==> src/rtl/wdt_pkg.sv <==
package wdt_pkg;
  localparam int ADDR_W = 5;
  localparam int DATA_W = 16;
  typedef logic [ADDR_W-1:0] addr_t;
  typedef logic [DATA_W-1:0] word_t;

  localparam addr_t ADDR_CNT  = 5'h00;
  localparam addr_t ADDR_ST1  = 5'h04;
  localparam addr_t ADDR_ST2  = 5'h06;
  localparam addr_t ADDR_CTRL = 5'h08;
  localparam addr_t ADDR_INIT = 5'h12;

  localparam int BIT_HALT = 11;
  localparam int BIT_NRB  = 0;
  localparam int BIT_TO1  = 3;
  localparam int BIT_TO2  = 1;

  localparam word_t RELOAD_KEY = 16'h0001;
endpackage

==> src/rtl/wdt_counter.sv <==
module wdt_counter #(
  parameter int CNT_W    = 10,
  parameter int INIT_RST = 4
) (
  input  logic             clk,
  input  logic             rst,
  input  logic             tick,
  input  logic             run,
  input  logic             reload,
  input  logic [CNT_W-1:0] init_lo,
  output logic [CNT_W-1:0] cnt_q,
  output logic             expire
);
  localparam logic [CNT_W-1:0] CNT_RST = CNT_W'(INIT_RST);

  logic at_zero;
  assign at_zero = (cnt_q == '0);
  assign expire  = tick & run & at_zero & ~reload;

  always_ff @(posedge clk) begin
    if (rst) begin
      cnt_q <= CNT_RST;
    end else if (reload) begin
      cnt_q <= init_lo;
    end else if (tick && run) begin
      cnt_q <= at_zero ? init_lo : cnt_q - 1'b1;
    end
  end
endmodule

==> src/rtl/wdt_regs.sv <==
module wdt_regs
  import wdt_pkg::*;
#(
  parameter int CNT_W    = 10,
  parameter int INIT_RST = 4,
  parameter int INIT_MIN = 4
) (
  input  logic             clk,
  input  logic             rst,
  input  addr_t            addr,
  input  logic             we,
  input  word_t            wdata,
  input  logic             expire,
  input  logic [CNT_W-1:0] cnt,
  output word_t            init_q,
  output logic             halt_q,
  output logic             nrb_q,
  output logic             to1_q,
  output logic             to2_q,
  output word_t            rdata,
  output logic             reset_req
);
  localparam int PAD_W = DATA_W - CNT_W;
  localparam word_t INIT_RV = DATA_W'(INIT_RST);
  localparam logic [CNT_W-1:0] MIN_V = CNT_W'(INIT_MIN);

  logic wr_init, wr_ctrl, clr_to1, clr_to2, init_ok;
  logic to1_n, to2_n;
  word_t rd_mux;

  assign wr_init = we && (addr == ADDR_INIT);
  assign wr_ctrl = we && (addr == ADDR_CTRL);
  assign clr_to1 = we && (addr == ADDR_ST1) && wdata[BIT_TO1];
  assign clr_to2 = we && (addr == ADDR_ST2) && wdata[BIT_TO2];
  assign init_ok = (wdata[CNT_W-1:0] >= MIN_V);

  // An expiry's set takes priority over a same-cycle clear.
  always_comb begin
    to1_n = clr_to1 ? 1'b0 : to1_q;
    to2_n = clr_to2 ? 1'b0 : to2_q;
    if (expire && !to1_q) to1_n = 1'b1;
    if (expire &&  to1_q) to2_n = 1'b1;
  end

  always_comb begin
    rd_mux = '0;
    case (addr)
      ADDR_CNT:  rd_mux = {{PAD_W{1'b0}}, cnt};
      ADDR_ST1:  rd_mux[BIT_TO1] = to1_q;
      ADDR_ST2:  rd_mux[BIT_TO2] = to2_q;
      ADDR_CTRL: begin
        rd_mux[BIT_HALT] = halt_q;
        rd_mux[BIT_NRB]  = nrb_q;
      end
      ADDR_INIT: rd_mux = init_q;
      default:   rd_mux = '0;
    endcase
  end

  always_ff @(posedge clk) begin
    if (rst) begin
      init_q    <= INIT_RV;
      halt_q    <= 1'b1;
      nrb_q     <= 1'b0;
      to1_q     <= 1'b0;
      to2_q     <= 1'b0;
      rdata     <= '0;
      reset_req <= 1'b0;
    end else begin
      if (wr_init && init_ok) init_q <= wdata;
      if (wr_ctrl) begin
        halt_q <= wdata[BIT_HALT];
        nrb_q  <= wdata[BIT_NRB];
      end
      to1_q     <= to1_n;
      to2_q     <= to2_n;
      rdata     <= rd_mux;
      reset_req <= expire & to1_q & ~nrb_q;
    end
  end
endmodule

==> src/rtl/wdog_twostage.sv <==
module wdog_twostage
  import wdt_pkg::*;
#(
  parameter int CNT_W    = 10,
  parameter int INIT_RST = 4,
  parameter int INIT_MIN = 4
) (
  input  logic        clk,
  input  logic        rst,
  input  logic        tick_en,
  input  logic [4:0]  reg_addr,
  input  logic        reg_we,
  input  logic [15:0] reg_wdata,
  output logic [15:0] reg_rdata,
  output logic        reset_req
);
  word_t            init_q;
  logic             halt_q, nrb_q, to1_q, to2_q;
  logic [CNT_W-1:0] cnt_q;
  logic             expire, reload_wr;

  assign reload_wr = reg_we && (reg_addr == ADDR_CNT) && (reg_wdata == RELOAD_KEY);

  wdt_counter #(.CNT_W(CNT_W), .INIT_RST(INIT_RST)) u_cnt (
    .clk     (clk),
    .rst     (rst),
    .tick    (tick_en),
    .run     (~halt_q),
    .reload  (reload_wr),
    .init_lo (init_q[CNT_W-1:0]),
    .cnt_q   (cnt_q),
    .expire  (expire)
  );

  wdt_regs #(.CNT_W(CNT_W), .INIT_RST(INIT_RST), .INIT_MIN(INIT_MIN)) u_regs (
    .clk       (clk),
    .rst       (rst),
    .addr      (reg_addr),
    .we        (reg_we),
    .wdata     (reg_wdata),
    .expire    (expire),
    .cnt       (cnt_q),
    .init_q    (init_q),
    .halt_q    (halt_q),
    .nrb_q     (nrb_q),
    .to1_q     (to1_q),
    .to2_q     (to2_q),
    .rdata     (reg_rdata),
    .reset_req (reset_req)
  );
endmodule

==> config.mk <==
export PLATFORM = sky130hd
export DESIGN_NAME = wdog_twostage
export DESIGN_NICKNAME = d
export VERILOG_FILES = /design/src/rtl/wdt_pkg.sv /design/src/rtl/wdt_counter.sv /design/src/rtl/wdt_regs.sv /design/src/rtl/wdog_twostage.sv
export SDC_FILE = /design/constraint.sdc
export NUM_CORES = 1
export LEC_CHECK = 0
export BUFFER_PORTS_ARGS = -buffer_cell sky130_fd_sc_hd__buf_2
export CORE_ASPECT_RATIO = 2
export CORE_UTILIZATION = 40
export CTS_CLUSTER_DIAMETER = 150
export DETAILED_ROUTE_END_ITERATION = 10
export PLACE_DENSITY = 0.7
export SYNTH_ARGS = -nofsm -noshare
export SYNTH_HDL_FRONTEND = slang
export SYNTH_SLANG_ARGS = --single-unit
==> constraint.sdc <==
create_clock -name clk -period 4.4 [get_ports clk]
set_input_delay 0.22 -clock clk [delete_from_list [all_inputs] [get_ports clk]]
set_output_delay 0.22 -clock clk [all_outputs]
set_load 0.02 [all_outputs]
Word level (Yosys, flattened, before mapping)
Cells that the tools add are included.

Flip-flop bits (word level): 47. Input bits: 25. Output and inout bits: 17. Word-level logic and storage cells: 57.

Add/subtract/negate cells: 1. Mux-type cells: 13. Magnitude comparators: 1. Bitwise logic cells: 9. Reductions and logical operators: 19. Equal/unequal tests: 5.

Operator list (count): $mux 10 (3); $eq 16x1->1 const B (1); $pmux 7 s2 (1); $logic_and 1x1->1 (12); $eq 5x3->1 const B (2); $ge 10x3->1 const B (1); $logic_not 10->1 (1); $sub 10x1->10 const B (1); $pmux 1 s3 (3); $reduce_bool 2->1 (3); $and 1x1->1 (5); $eq 5x4->1 const B (1); $eq 5x5->1 const B (1); $logic_not 5->1 (1); $mux 1 (4); $not 1->1 (4); $pmux 1 s2 (2); $reduce_or 2->1 (1); $logic_not 1->1 (1).

Longest topological paths before layout
Depth after elaboration: 7. Depth in mapped cells: 7. Depth with buffers taken out: 7.

By module
Synthesis repeated with hierarchy kept, for this count alone.

Cell total of the unflattened synthesis: 245. Area, all modules: 2225.9 sq um.

Modules (own cells, without submodules): wdt_regs (area each 1456.4 sq um, sequential area each 740.7 sq um, cells an instance 152, instances 1); wdt_counter (area each 705.7 sq um, sequential area each 200.2 sq um, cells an instance 85, instances 1); wdog_twostage (area each 63.8 sq um, sequential area each 0.0 sq um, cells an instance 8, instances 1).

Worst setup path after synthesis
OpenSTA, ideal clock, no wires.

Kind: register -> register. Start point: reg u_cnt.cnt_q[0]. End point: reg u_cnt.cnt_q[9]. Library setup time: 128 ps. Required time: 4272 ps. Path slack: 2634 ps. Stages on the path, launching flop included: 6. Arrival: 1638 ps. Period minus slack after synthesis: 1766 ps. Path buffers: 0. Cells stage by stage: dfxtp_1 or4_4 nor4_1 mux2_1 a22oi_1 nor2_1.

Longest elaborated chain between the ends: 4. Elaborated cells on any way between the ends: 5. Those cells by class: 1 x add/sub; 3 x mux; 1 x reduce/logical.

RTL lines: start, declared (RTL line wdt_counter.sv:11) `output logic [CNT_W-1:0] cnt_q,`; start signal, assigned (RTL line wdt_counter.sv:24) `cnt_q <= init_lo;`; start signal, assigned (RTL line wdt_counter.sv:26) `cnt_q <= at_zero ? init_lo : cnt_q - 1'b1;`; $sub 10x1->10 or $logic_not 10->1 (tied branches) (RTL line wdt_counter.sv:26, wdt_counter.sv:17); $mux 10 * (RTL line wdt_counter.sv:26); $mux 10 * (RTL line wdt_counter.sv:25) `end else if (tick && run) begin`; $mux 10 * (RTL line wdt_counter.sv:23) `end else if (reload) begin`.

Mark *: on every way between the ends. The rest lies on a longest branch, timed or not. The select of a mux whose other input is x is not followed. A chain may end at the register's enable or synchronous reset.

Worst setup path in the final report
Start point: reg u_cnt.cnt_q[0]. End point: reg u_cnt.cnt_q[5].

The elaborated chain is that of the path after synthesis.

==> reports/metrics.cfg <==
[layout]
final_common_cell = dfxtp_1
fin_nets = 286
multi_input_area_sq_um = 1060
area_delta_synth_final_pct = 16.5
ff_latch_area_sq_um = 941
antenna_cells = 0
layout-drive-gt1-share_pct = 22.2
final_cell_mix = dfxtp_1 (47), buf_2 (41), nor2_1 (30), mux2i_1 (16), nand2_1 (15)
finalNonFillerCells = 318
nFillCells = 498

[sta]
relSlewSlack_pct = 38.7
fin_skew_ns = 0.0140
drv_slew = 0
setup_viol = 0
clock.fmax_mhz = 480
fin_crit_sh_pct = 47.4
finalSetupTns_ns = 0
worst_pin_slew_ns = 0.920
hold_violations = 0
setup_slack_ns = 2.32
rsz0062_at_grt = no
fin_crit_ns = 2.08

[critical_path]
crit_path_start_kind = flop
arrival_ns = 2.34
critPathKind = reg2reg
crit_fanout = 7
critPathRequiredTime_ns = 4.65
crit_path_end_kind = flop

[clock_network]
post_cts_resized = 0
path_clk_slew_ns = 0.10
root_buffer = clkbuf_8
holdBufCountCts = 0
cts_sinks = 47
cts_tree = built
cts-buffers-inserted = 5
clk_latency_ns = 0.31
cts.path.max_buffers = 2
htreeDepth = 2
cts_setup_buffers = 0

[floorplanning]
start_util_pct = 41.8
die_h_microns = 103
num_rows = 36
io_pins = 42
core_sq_um = 4910
die_area_sq_um = 5430
die_w_microns = 52.6

[detailed_routing]
wl_microns = 5020
avgViaCountPerCell = 5.78
num_vias = 1838
first_pass_iters = 4
drt_iter0_markers = 46
drc = 0
drtAntennaViolNets = 0
wl_per_cell_microns = 15.8

[yosys]
synth_cell_types = 48
synth_edf_count = 0
synth_top_cell_area_share_pct = 45.9
synth-async-reset-ratio_pct = 0
synthCells = 220
synth_nets = 246
syn_area_per_cell_sq_um = 9.32
synth_top_flop_cell = dfxtp_1
syn_area_sq_um = 2050
yosysWarnings = 0
synth.area.top_cells = dfxtp_1 (46%), mux2i_1 (7.8%), nor2_1 (5.5%)
synth_seq_area_share_pct = 45.9
ys_ff_latch = 47
yosysTopAreaCell = dfxtp_1

[flow_run]
drv_cap = 0

[power_and_ir_drop]
design_power_total_mw = 0.756
vdd_drop_max_uv = 252
power_density_nw_per_um2 = 317
p_leak_nw = 0.931

[grt]
grt_max_degree = 39
antenna_found_initial = 0
grt_pass1_wl_microns = 7940
grt_pass1_vias = 1709
grt_use_total_pct = 20.1
grt_overflow_total = 0

[placed_design]
portBuffers = 41
dp_slack_ns = 2.28
placed_cells = 310
routabilityCongestion = 0.940
dp_hpwl_microns = 3850

[run_status]
status = finished clean

[hold_path]
hold_class = in2reg

-- cell type report --
class	count	share of cell area, %
clock buffer	5	2.88
tap	57	2.99
multi-input combinational	160	44.2
timing repair buffer	41	8.59
sequential	47	39.4
inverter	5	0.786
clock inverter	3	1.15
-- routing by layer --
| layer | global-route usage [%] | part of all wire, % |
|---|---|---|
| met3 | 3.07 | 4.0 |
| met4 | 12.1 | 4.2 |
| met2 | 37.4 | 55 |
| met5 | 0 | 0 |
| met1 | 19.9 | 36 |
-- power breakdown --
group | leakage (nW) | switching [mW] | internal (mW)
Combinational | 0.506 | 0.0249 | 0.0172
Sequential | 0.379 | 0.00341 | 0.428
Clock | 0.0467 | 0.165 | 0.118
-- synth_stat cells (2+ instances only) --
cell type,instances
dfxtp_1,47
nor2_1,30
mux2i_1,16
nand2_1,15
a21oi_1,11
a22o_1,8
and2_1,7
nand3_1,7
clkbuf_1,6
a211o_1,5
a22oi_1,5
inv_1,5
nor3_1,5
and3_1,4
nor2b_1,4
nor4_1,4
a211oi_1,3
nand3b_1,3
a311oi_1,2
nand4_1,2
nor3_2,2
o21ai_0,2
o22ai_1,2
-- path summary, 6_finish.rpt --
path	startpoint	endpoint	slack [ns]	cells past startpoint
min reg2reg	u_regs.init_q[13]$_SDFFE_PP0P_	u_regs.rdata[13]$_SDFF_PP0_	0.47	1
max reg2reg	u_cnt.cnt_q[0]$_SDFFE_PP0P_	u_cnt.cnt_q[5]$_SDFFE_PP0P_	2.32	7
max	u_cnt.cnt_q[0]$_SDFFE_PP0P_	u_cnt.cnt_q[5]$_SDFFE_PP0P_	2.32	7
min	reg_wdata[2]	u_regs.init_q[2]$_SDFFE_PP1P_	0.14	2
-- worst max-delay path, stage by stage (launching register included) --
cell     delay (ns)
dfxtp_1        0.38
inv_1          0.08
ha_1           0.23
nor4b_4        0.38
nand3_1        0.31
a211o_1        0.33
and3_1         0.18
nor3_2         0.13
-- cells by family after synthesis --
logic type	synth area share (%)
adders and majority gates	0.610
DFF	45.9
xor gates and xnor gates	0.427
and+or+nand+nor	25.6
muxes	8.91
AOI/OAI and AO/OA	16.0
buffers and inverters	2.62
-- through the flow --
stage / cell area [sq um] / hold slack, ns / utilization, %
finish: 2390 / 0.140 / 48.6
floorplan: 2050 / 0.330 / -
detailed placement: 2290 / 0.443 / 46.7
global route: 2390 / 0.143 / 48.6
global placement: 2290 / 0.445 / 46.7
CTS: 2390 / 0.139 / 48.6
-- sequential cells by signal (all words and copies together) (netlist names) --
| name | flops |
|---|---|
| u_regs.rdata | 16 |
| u_cnt.cnt_q | 10 |
| u_regs.init_q | 16 |
| u_regs.to2_q | 1 |
| u_regs.to1_q | 1 |
| u_regs.reset_req | 1 |
| u_regs.nrb_q | 1 |
| u_regs.halt_q | 1 |
Note: power is estimated with default switching activity, not from simulation.
